--- src/rtl/evt_irq_pkg.sv ---
package evt_irq_pkg;
  localparam int ADDR_W = 3;
  localparam int FLAG_N = 3;
  localparam int WRAP_N = 2;

  // Flag indices inside the core flag vector
  localparam int F_DONE = 0;
  localparam int F_CONT = 1;
  localparam int F_HLTH = 2;

  // Position of each flag in the core status read word
  localparam int SB_DONE = 0;
  localparam int SB_CONT = 1;
  localparam int SB_HLTH = 3;

  // Clear bits sit above the enables in the control word
  localparam int CLR_LSB = FLAG_N;

  localparam logic [ADDR_W-1:0] RA_CORE_CTRL = 3'd0;
  localparam logic [ADDR_W-1:0] RA_CORE_STAT = 3'd1;
  localparam logic [ADDR_W-1:0] RA_WRAP_STAT = 3'd2;
  localparam logic [ADDR_W-1:0] RA_MASK      = 3'd3;
  localparam logic [ADDR_W-1:0] RA_UNMASK    = 3'd4;
  localparam logic [ADDR_W-1:0] RA_MASKSET   = 3'd5;

  typedef struct packed {
    logic              ctrlWr;
    logic [FLAG_N-1:0] enVal;
    logic [FLAG_N-1:0] clrFlags;
    logic [FLAG_N-1:0] setFlags;
    logic              coreUpd;
    logic [WRAP_N-1:0] w1cBits;
    logic              slvSet;
    logic [WRAP_N-1:0] unmaskBits;
    logic [WRAP_N-1:0] maskBits;
  } strobe_t;
endpackage

--- src/rtl/evt_irq_ctrl.sv ---
module evt_irq_ctrl
  import evt_irq_pkg::*;
#(
  parameter int DATA_W = 32
) (
  input  logic              clk,
  input  logic              rstN,
  input  logic [ADDR_W-1:0] busAddr,
  input  logic              busWrEn,
  input  logic [DATA_W-1:0] busWrData,
  input  logic              evtDone,
  input  logic              evtCont,
  input  logic              evtHealth,
  input  logic              evtSlvErr,
  input  logic              srcEnable,
  input  logic              oscOn,
  input  logic              hardReset,
  input  logic              softReset,
  input  logic              legacyMode,
  input  logic              legacyHtEn,
  output strobe_t           stb
);
  localparam int USED_W = CLR_LSB + FLAG_N;

  logic faultGate;
  logic healthGate;
  logic wrCtrl, wrWrap, wrUnmask, wrMaskSet;
  logic [FLAG_N-1:0] evtVec;
  logic [FLAG_N-1:0] gateVec;
  logic unusedWrBits;

  assign unusedWrBits = ^busWrData[DATA_W-1:USED_W];

  assign faultGate  = srcEnable & oscOn & ~hardReset & ~softReset;
  assign healthGate = faultGate & (~legacyMode | legacyHtEn);

  assign wrCtrl    = busWrEn && (busAddr == RA_CORE_CTRL);
  assign wrWrap    = busWrEn && (busAddr == RA_WRAP_STAT);
  assign wrUnmask  = busWrEn && (busAddr == RA_UNMASK);
  assign wrMaskSet = busWrEn && (busAddr == RA_MASKSET);

  always_comb begin
    evtVec          = '0;
    evtVec[F_DONE]  = evtDone;
    evtVec[F_CONT]  = evtCont;
    evtVec[F_HLTH]  = evtHealth;
    gateVec         = '0;
    gateVec[F_DONE] = 1'b1;
    gateVec[F_CONT] = faultGate;
    gateVec[F_HLTH] = healthGate;
  end

  always_comb begin
    stb            = '0;
    stb.ctrlWr     = wrCtrl;
    stb.enVal      = busWrData[FLAG_N-1:0];
    stb.clrFlags   = wrCtrl ? busWrData[CLR_LSB +: FLAG_N] : '0;
    stb.setFlags   = evtVec & gateVec;
    stb.coreUpd    = wrCtrl | (|(evtVec & gateVec));
    stb.w1cBits    = wrWrap ? busWrData[WRAP_N-1:0] : '0;
    stb.slvSet     = evtSlvErr;
    stb.unmaskBits = wrUnmask ? busWrData[WRAP_N-1:0] : '0;
    stb.maskBits   = wrMaskSet ? busWrData[WRAP_N-1:0] : '0;
  end

  // fault events must not pass while the source is not ready
  assert_fault_gate_R8: assert property (@(posedge clk) disable iff (!rstN)
    (!srcEnable || !oscOn || hardReset || softReset) |->
      (stb.setFlags[F_CONT] == 1'b0 && stb.setFlags[F_HLTH] == 1'b0));

  // legacy health fault needs its extra enable
  assert_legacy_health_R9: assert property (@(posedge clk) disable iff (!rstN)
    (legacyMode && !legacyHtEn) |-> !stb.setFlags[F_HLTH]);
endmodule

--- src/rtl/evt_irq_dp.sv ---
module evt_irq_dp
  import evt_irq_pkg::*;
#(
  parameter int DATA_W = 32
) (
  input  logic              clk,
  input  logic              rstN,
  input  strobe_t           stb,
  input  logic [ADDR_W-1:0] busAddr,
  output logic [DATA_W-1:0] busRdData,
  output logic              irq
);
  logic [FLAG_N-1:0] enReg, enNxt;
  logic [FLAG_N-1:0] flags, flagsNxt;
  logic [WRAP_N-1:0] wrapStat, wrapNxt;
  logic [WRAP_N-1:0] maskReg, maskNxt;
  logic              pendNxt;
  logic              irqNxt;
  logic [DATA_W-1:0] coreStatWord;

  always_comb begin
    enNxt    = stb.ctrlWr ? stb.enVal : enReg;
    flagsNxt = (flags & ~stb.clrFlags) | stb.setFlags;
    pendNxt  = |(flagsNxt & enNxt);
    wrapNxt[0] = stb.coreUpd ? pendNxt : (wrapStat[0] & ~stb.w1cBits[0]);
    wrapNxt[1] = (wrapStat[1] & ~stb.w1cBits[1]) | stb.slvSet;
    maskNxt  = (maskReg & ~stb.unmaskBits) | stb.maskBits;
    irqNxt   = |(wrapNxt & ~maskNxt);
  end

  always_ff @(posedge clk) begin
    if (!rstN) begin
      enReg    <= '0;
      flags    <= '0;
      wrapStat <= '0;
      maskReg  <= '1;
      irq      <= 1'b0;
    end else begin
      enReg    <= enNxt;
      flags    <= flagsNxt;
      wrapStat <= wrapNxt;
      maskReg  <= maskNxt;
      irq      <= irqNxt;
    end
  end

  always_comb begin
    coreStatWord          = '0;
    coreStatWord[SB_DONE] = flags[F_DONE];
    coreStatWord[SB_CONT] = flags[F_CONT];
    coreStatWord[SB_HLTH] = flags[F_HLTH];
  end

  always_comb begin
    case (busAddr)
      RA_CORE_CTRL: busRdData = DATA_W'(enReg);
      RA_CORE_STAT: busRdData = coreStatWord;
      RA_WRAP_STAT: busRdData = DATA_W'(wrapStat);
      RA_MASK:      busRdData = DATA_W'(maskReg);
      default:      busRdData = '0;
    endcase
  end

  // registered irq tracks the registered status and mask
  assert_irq_match_R7: assert property (@(posedge clk) disable iff (!rstN)
    irq == (|(wrapStat & ~maskReg)));

  // unmask command clears the named mask bits
  assert_unmask_cmd_R6: assert property (@(posedge clk) disable iff (!rstN)
    (stb.unmaskBits != '0) |=> ((maskReg & $past(stb.unmaskBits)) == '0));

  // mask command sets the named mask bits
  assert_mask_cmd_R6: assert property (@(posedge clk) disable iff (!rstN)
    (stb.maskBits != '0) |=>
      ((maskReg & $past(stb.maskBits)) == $past(stb.maskBits)));

  // slave error event always leaves bit 1 set
  assert_slv_set_R5: assert property (@(posedge clk) disable iff (!rstN)
    stb.slvSet |=> wrapStat[1]);

  for (genvar i = 0; i < FLAG_N; i++) begin : g_flagChk
    // a flag rises only through an accepted event
    assert_flag_hold_R3: assert property (@(posedge clk) disable iff (!rstN)
      (!flags[i] && !stb.setFlags[i]) |=> !flags[i]);
    // event beats a same-cycle clear
    assert_event_wins_R10: assert property (@(posedge clk) disable iff (!rstN)
      stb.setFlags[i] |=> flags[i]);
  end
endmodule

--- src/rtl/evt_irq_hub.sv ---
module evt_irq_hub
  import evt_irq_pkg::*;
#(
  parameter int DATA_W = 32
) (
  input  logic              clk,
  input  logic              rstN,
  input  logic [2:0]        busAddr,
  input  logic              busWrEn,
  input  logic [DATA_W-1:0] busWrData,
  output logic [DATA_W-1:0] busRdData,
  input  logic              evtDone,
  input  logic              evtCont,
  input  logic              evtHealth,
  input  logic              evtSlvErr,
  input  logic              srcEnable,
  input  logic              oscOn,
  input  logic              hardReset,
  input  logic              softReset,
  input  logic              legacyMode,
  input  logic              legacyHtEn,
  output logic              irq
);
  strobe_t stb;

  evt_irq_ctrl #(.DATA_W(DATA_W)) u_ctrl (
    .clk(clk), .rstN(rstN),
    .busAddr(busAddr), .busWrEn(busWrEn), .busWrData(busWrData),
    .evtDone(evtDone), .evtCont(evtCont), .evtHealth(evtHealth),
    .evtSlvErr(evtSlvErr),
    .srcEnable(srcEnable), .oscOn(oscOn), .hardReset(hardReset),
    .softReset(softReset), .legacyMode(legacyMode), .legacyHtEn(legacyHtEn),
    .stb(stb)
  );

  evt_irq_dp #(.DATA_W(DATA_W)) u_dp (
    .clk(clk), .rstN(rstN), .stb(stb),
    .busAddr(busAddr), .busRdData(busRdData), .irq(irq)
  );
endmodule

--- config.mk ---
export PLATFORM = sky130hd
export DESIGN_NAME = evt_irq_hub
export DESIGN_NICKNAME = d
export VERILOG_FILES = /design/src/rtl/evt_irq_pkg.sv /design/src/rtl/evt_irq_ctrl.sv /design/src/rtl/evt_irq_dp.sv /design/src/rtl/evt_irq_hub.sv
export SDC_FILE = /design/constraint.sdc
export NUM_CORES = 1
export LEC_CHECK = 0
export ABC_CLOCK_PERIOD_IN_PS = 2180
export BUFFER_PORTS_ARGS = -buffer_cell sky130_fd_sc_hd__buf_2
export CAP_MARGIN = 20
export CORE_UTILIZATION = 37
export CTS_BUF_LIST = sky130_fd_sc_hd__clkbuf_2 sky130_fd_sc_hd__clkbuf_4 sky130_fd_sc_hd__clkbuf_8
export CTS_CLUSTER_DIAMETER = 80
export CTS_CLUSTER_SIZE = 14
export DETAILED_ROUTE_END_ITERATION = 10
export PLACE_DENSITY = 0.81
export SETUP_SLACK_MARGIN = 0.15
export SLEW_MARGIN = 10
export SYNTH_ARGS = -nofsm -noshare
export SYNTH_HDL_FRONTEND = slang
export SYNTH_SLANG_ARGS = --single-unit
export TNS_END_PERCENT = 20
--- constraint.sdc ---
create_clock -name clk -period 2.18 [get_ports clk]
set_clock_uncertainty 0.1 [all_clocks]
set_input_delay 0.109 -clock clk [delete_from_list [all_inputs] [get_ports clk]]
set_output_delay 0.109 -clock clk [all_outputs]
set_load 0.01 [all_outputs]
=== Word-level counts from Yosys, hierarchy flattened ===
Index checks and enable logic that the tools add are counted.

* Bits in registers: 11
* Bits of input ports: 48
* Output and inout bits: 33
* Word-level logic and storage cells: 49

* Eq/ne operators: 5
* Multiplexer cells: 7
* Bitwise operators: 24
* Reduce and logical (&&, ||, !) cells: 8

{| class="wikitable"
|+ Operator list
! cell !! count
|-
| 4-bit one-hot mux with 4 select lines || 1
|-
| 3-bit bitwise AND || 3
|-
| 1-bit bitwise AND || 6
|-
| 3-bit by 2-bit == test with 1-bit output (second input constant) || 2
|-
| 3-bit == test (second input constant) || 2
|-
| 2-bit 2-to-1 mux || 3
|-
| 3-bit 2-to-1 mux || 2
|-
| 3-bit OR reduction || 2
|-
| 1-bit inverter || 5
|-
| 2-bit bitwise AND || 2
|-
| 1-bit logical AND || 4
|-
| 2-bit inverter || 2
|-
| 3-bit by 1-bit == test with 1-bit output (second input constant) || 1
|-
| 3-bit logical NOT || 1
|-
| 3-bit inverter || 1
|-
| 1-bit OR || 3
|-
| 3-bit OR || 1
|-
| 2-bit OR || 1
|-
| 2-bit OR reduction || 1
|-
| 1-bit 2-to-1 mux || 1
|}

=== Depth between registers and ports, before layout ===
* Depth after elaboration: 11
* Gate-level depth with buffers: 6
* Depth with buffers taken out: 5

=== Hierarchy ===
Synthesis repeated with hierarchy kept, for this count alone.

* Cells, all modules: 104
* Area, all modules: 905.9 µm²

{| class="wikitable"
|+ By module, submodules not included
! module !! times used !! cells an instance !! area an instance (µm²) !! sequential area each (µm²)
|-
| evt_irq_dp || 1 || 76 || 705.7 || 220.2
|-
| evt_irq_ctrl || 1 || 28 || 200.2 || 0.0
|}

=== Least setup slack after synthesis ===
OpenSTA, ideal clock, no wires.

* Path type: input-to-reg
* Start point: in busAddr[2]
* End point: reg u_dp.irq
* Setup time: 0.120 ns
* Data arrival time: 1.358 ns
* Required time: 1.960 ns
* Path slack: 0.602 ns
* Cell stages on the path: 6
* Path buffers: 1
* Path through: buf_6 > nor4b_4 > mux2_2 > o21ai_1 > o2111a_1 > o31ai_2

* Longest elaborated chain between the ends: 11
* Elaborated cells on any way between the ends: 31
* Those cells by class: 3 x eq/ne; 6 x mux; 15 x bitwise; 7 x reduce/logical

{| class="wikitable"
|+ RTL lines
! item !! RTL line !! source
|-
| start, declared || evt_irq_hub.sv:8 || <nowiki>input logic [2:0] busAddr,</nowiki>
|-
| 3-bit logical NOT || evt_irq_ctrl.sv:37 || <nowiki>assign wrCtrl = busWrEn && (busAddr == RA_CORE_CTRL);</nowiki>
|-
| 1-bit logical AND || evt_irq_ctrl.sv:37 ||
|-
| 3-bit 2-to-1 mux || evt_irq_ctrl.sv:57 || <nowiki>stb.clrFlags = wrCtrl ? busWrData[CLR_LSB +: FLAG_N] : '0;</nowiki>
|-
| 3-bit inverter || evt_irq_dp.sv:23 || <nowiki>flagsNxt = (flags & ~stb.clrFlags) | stb.setFlags;</nowiki>
|-
| 3-bit bitwise AND || evt_irq_dp.sv:23 ||
|-
| 3-bit OR || evt_irq_dp.sv:23 ||
|-
| 3-bit bitwise AND || evt_irq_dp.sv:24 || <nowiki>pendNxt = |(flagsNxt & enNxt);</nowiki>
|-
| 3-bit OR reduction || evt_irq_dp.sv:24 ||
|-
| 1-bit 2-to-1 mux || evt_irq_dp.sv:25 || <nowiki>wrapNxt[0] = stb.coreUpd ? pendNxt : (wrapStat[0] & ~stb.w1cBits[0]);</nowiki>
|-
| 2-bit bitwise AND (*) || evt_irq_dp.sv:28 || <nowiki>irqNxt = |(wrapNxt & ~maskNxt);</nowiki>
|-
| 2-bit OR reduction (*) || evt_irq_dp.sv:28 ||
|-
| end signal, assigned || evt_irq_dp.sv:43 || <nowiki>irq <= irqNxt;</nowiki>
|-
| end, declared || evt_irq_dp.sv:11 || <nowiki>output logic irq</nowiki>
|}

Mark *: on every way between the ends. The rest lies on a longest branch, timed or not.
A chain may end at the register's enable or synchronous reset.

=== Final worst setup path ===
Ends and elaborated chain as after synthesis.

==> impl_metrics.yaml <==
routing:
  first_pass_iters: 2
  viasPerCell: 4.423
  wl_mm: 1.405
  post_drt_wl_per_cell_um: 9.894
  route.detailed.drc: 0
  ant_nets: 0
  dr.first_iter.drc_count: 4
  num_vias: 628
logic_synthesis:
  postSynthCellCount: 89
  synth_top_cells_by_count: "buf_4 (28), dfxtp_1 (11), nand3_1 (5), nor2b_1 (5), nand2_1 (4)"
  async_reset_ff_frac: 0
  yosysTopAreaCell: "dfxtp_1"
  synth.distinct_cells: 30
  synth-seq-cells: 11
  yosys_most_used_dff: "dfxtp_1"
  avgSynthCellArea_um2: 9.307
  synth_xor_area_frac: 0
  synth-edff-count: 0
  synth-simple-area-share: 0.1994
  synth-compound-area-share: 0.1208
  seq_area_frac_synth: 0.2659
  muxShareOfSynthArea: 0.1178
  synthAdderAreaFrac: 0
  synth_top_family_by_area: "buffers and inverters"
  synth.area.top_cells: "dfxtp_1 (27%), buf_4 (25%), mux4_2 (5.4%)"
  synth_most_common_cell: "buf_4"
  netlist_area_um2: 828.3
  yosysWarnings: 0
  yosys.area.top_type_share: 0.2659
finish:
  fin_util: 0.4369
  area_growth_pct: 7.704
  diodes: 0
  num-nets-final: 164
  drive_gt1_frac: 0.3043
sta:
  min_period_ps: 1532
  setup_ws_ps: 647.7
  whs_ps: 5.979
  finalHoldViolCount: 0
  tns_ps: 0
  max_freq_mhz: 652.6
  setup_viol: 0
  post-route-period-util: 0.7029
  drv_slew: 0
  rsz0062_at_grt: "false"
global_routing:
  grt-ovfl-total: 0
  grt_pass1_wl_mm: 2.408
  grt_pass1_vias: 584
  grt_max_degree: 12
  antenna_found_initial: 0
  grt_use_total: 0.1295
power:
  peakVddDrop_uv: 290.4
  power_mw: 0.4522
  cellPowerDensity_nw_per_um2: 506.8
  power.leakage_nw: 0.4392
cts:
  clock_latency_ps: 260
  cts_buffers: 3
  clockBufferDepth: 2
  cts_resized: 0
  postCtsSetupBuffers: 0
  clkSlewWorstSetupHoldPaths_ps: 70
  clock_sinks: 11
  cts_tree: "built"
  cts_hold_buf: 1
  cts-root-buf: "clkbuf_4"
  htree_num_levels: 1
job:
  cap_viol_max_count: 0
floorplan:
  fp.dieArea_um2: 2432
  coreArea_um2: 2042
  std_cell_rows: 16
  start_util: 0.4056
  die_w_um: 49.32
  die_h_um: 49.32
  ioPinCount: 81
worst_hold_path:
  min_path_type: "in2reg"
placement:
  routabilityCongestion: 0.8059
  detailedPlace.worstSlack_ps: 351.4
  port_buffers: 26
  hpwl_mm: 1.205
critical_path:
  cp-end-kind: "register"
  crit_type: "in2reg"
  crit_path_start_kind: "input port"
  arrival_ps: 1580
  critPathRequiredTime_ps: 2230
  critPathMaxFanout: 8
status:
  status: "finished clean"
[final cells by class]
| cell class | count | area [um^2] |
|---|---|---|
| timing repair buffer | 27 | 140.1 |
| clock buffer | 4 | 30.03 |
| fill | 204 | 1150 |
| sequential | 11 | 220.2 |
| multi-input combinational | 73 | 467.9 |
| tap | 27 | 33.78 |
[cell families after synthesis]
kind of cell,Yosys count
mux,7
other cells,1
buf+inv,32
compound gates,13
flops,11
simple gates,25
[critical path, stage by stage]
cell and delay [ps]:
buf_2 160, nor4b_4 510, mux2_1 380, o21ai_1 90, o2111a_1 250, o31ai_2 80
[power by group]
| part | switching [mW] | internal, mW |
|---|---|---|
| Sequential | 0.00359 | 0.208 |
| Combinational | 0.0547 | 0.0388 |
| Clock | 0.0640 | 0.0831 |
| Total | 0.122 | 0.330 |
[path summary, 6_finish.rpt]
check	start	endpoint	cells past startpoint	slack, ps
worst max-delay path	busAddr[2]	u_dp.irq$_SDFF_PN0_	6	650
worst min-delay path	evtDone	u_dp.flags[0]$_SDFF_PN0_	2	6
worst max register to register	u_dp.flags[2]$_SDFF_PN0_	u_dp.irq$_SDFF_PN0_	4	900
worst min register to register	u_dp.maskReg[1]$_SDFF_PN1_	u_dp.maskReg[1]$_SDFF_PN1_	2	400
[registers in the layout, summed over array words and instances, names as in the netlist]
name,flops
u_dp.enReg,3
u_dp.maskReg,2
u_dp.flags,3
u_dp.wrapStat,2
u_dp.irq,1
[placed cells by master, fill, tap and decap left out, types with 3 or more instances in the layout]
cell type and n:
nor2b_1 5, mux2i_1 3, and2_1 3, clkbuf_4 4, nand2_1 4, dfxtp_1 11
nand3_1 5, buf_2 26, conb_1 28
[through the flow]
step,instances,area (um^2)
global route,142,892.1
global placement,137,852.1
floorplan,116,929.6
detailed placement,137,852.1
CTS,142,892.1
finish,142,892.1
[per-layer routing]
metal | vias to the layer above | GRT usage | part of all wire
met2 | 36 | 0.2466 | 0.54
met5 | - | 0 | 0
li1 | 304 | - | -
met1 | 286 | 0.1297 | 0.38
met4 | 0 | 0.07353 | 0.0085
met3 | 2 | 0.02181 | 0.066
(Power assumes the default switching activity.)
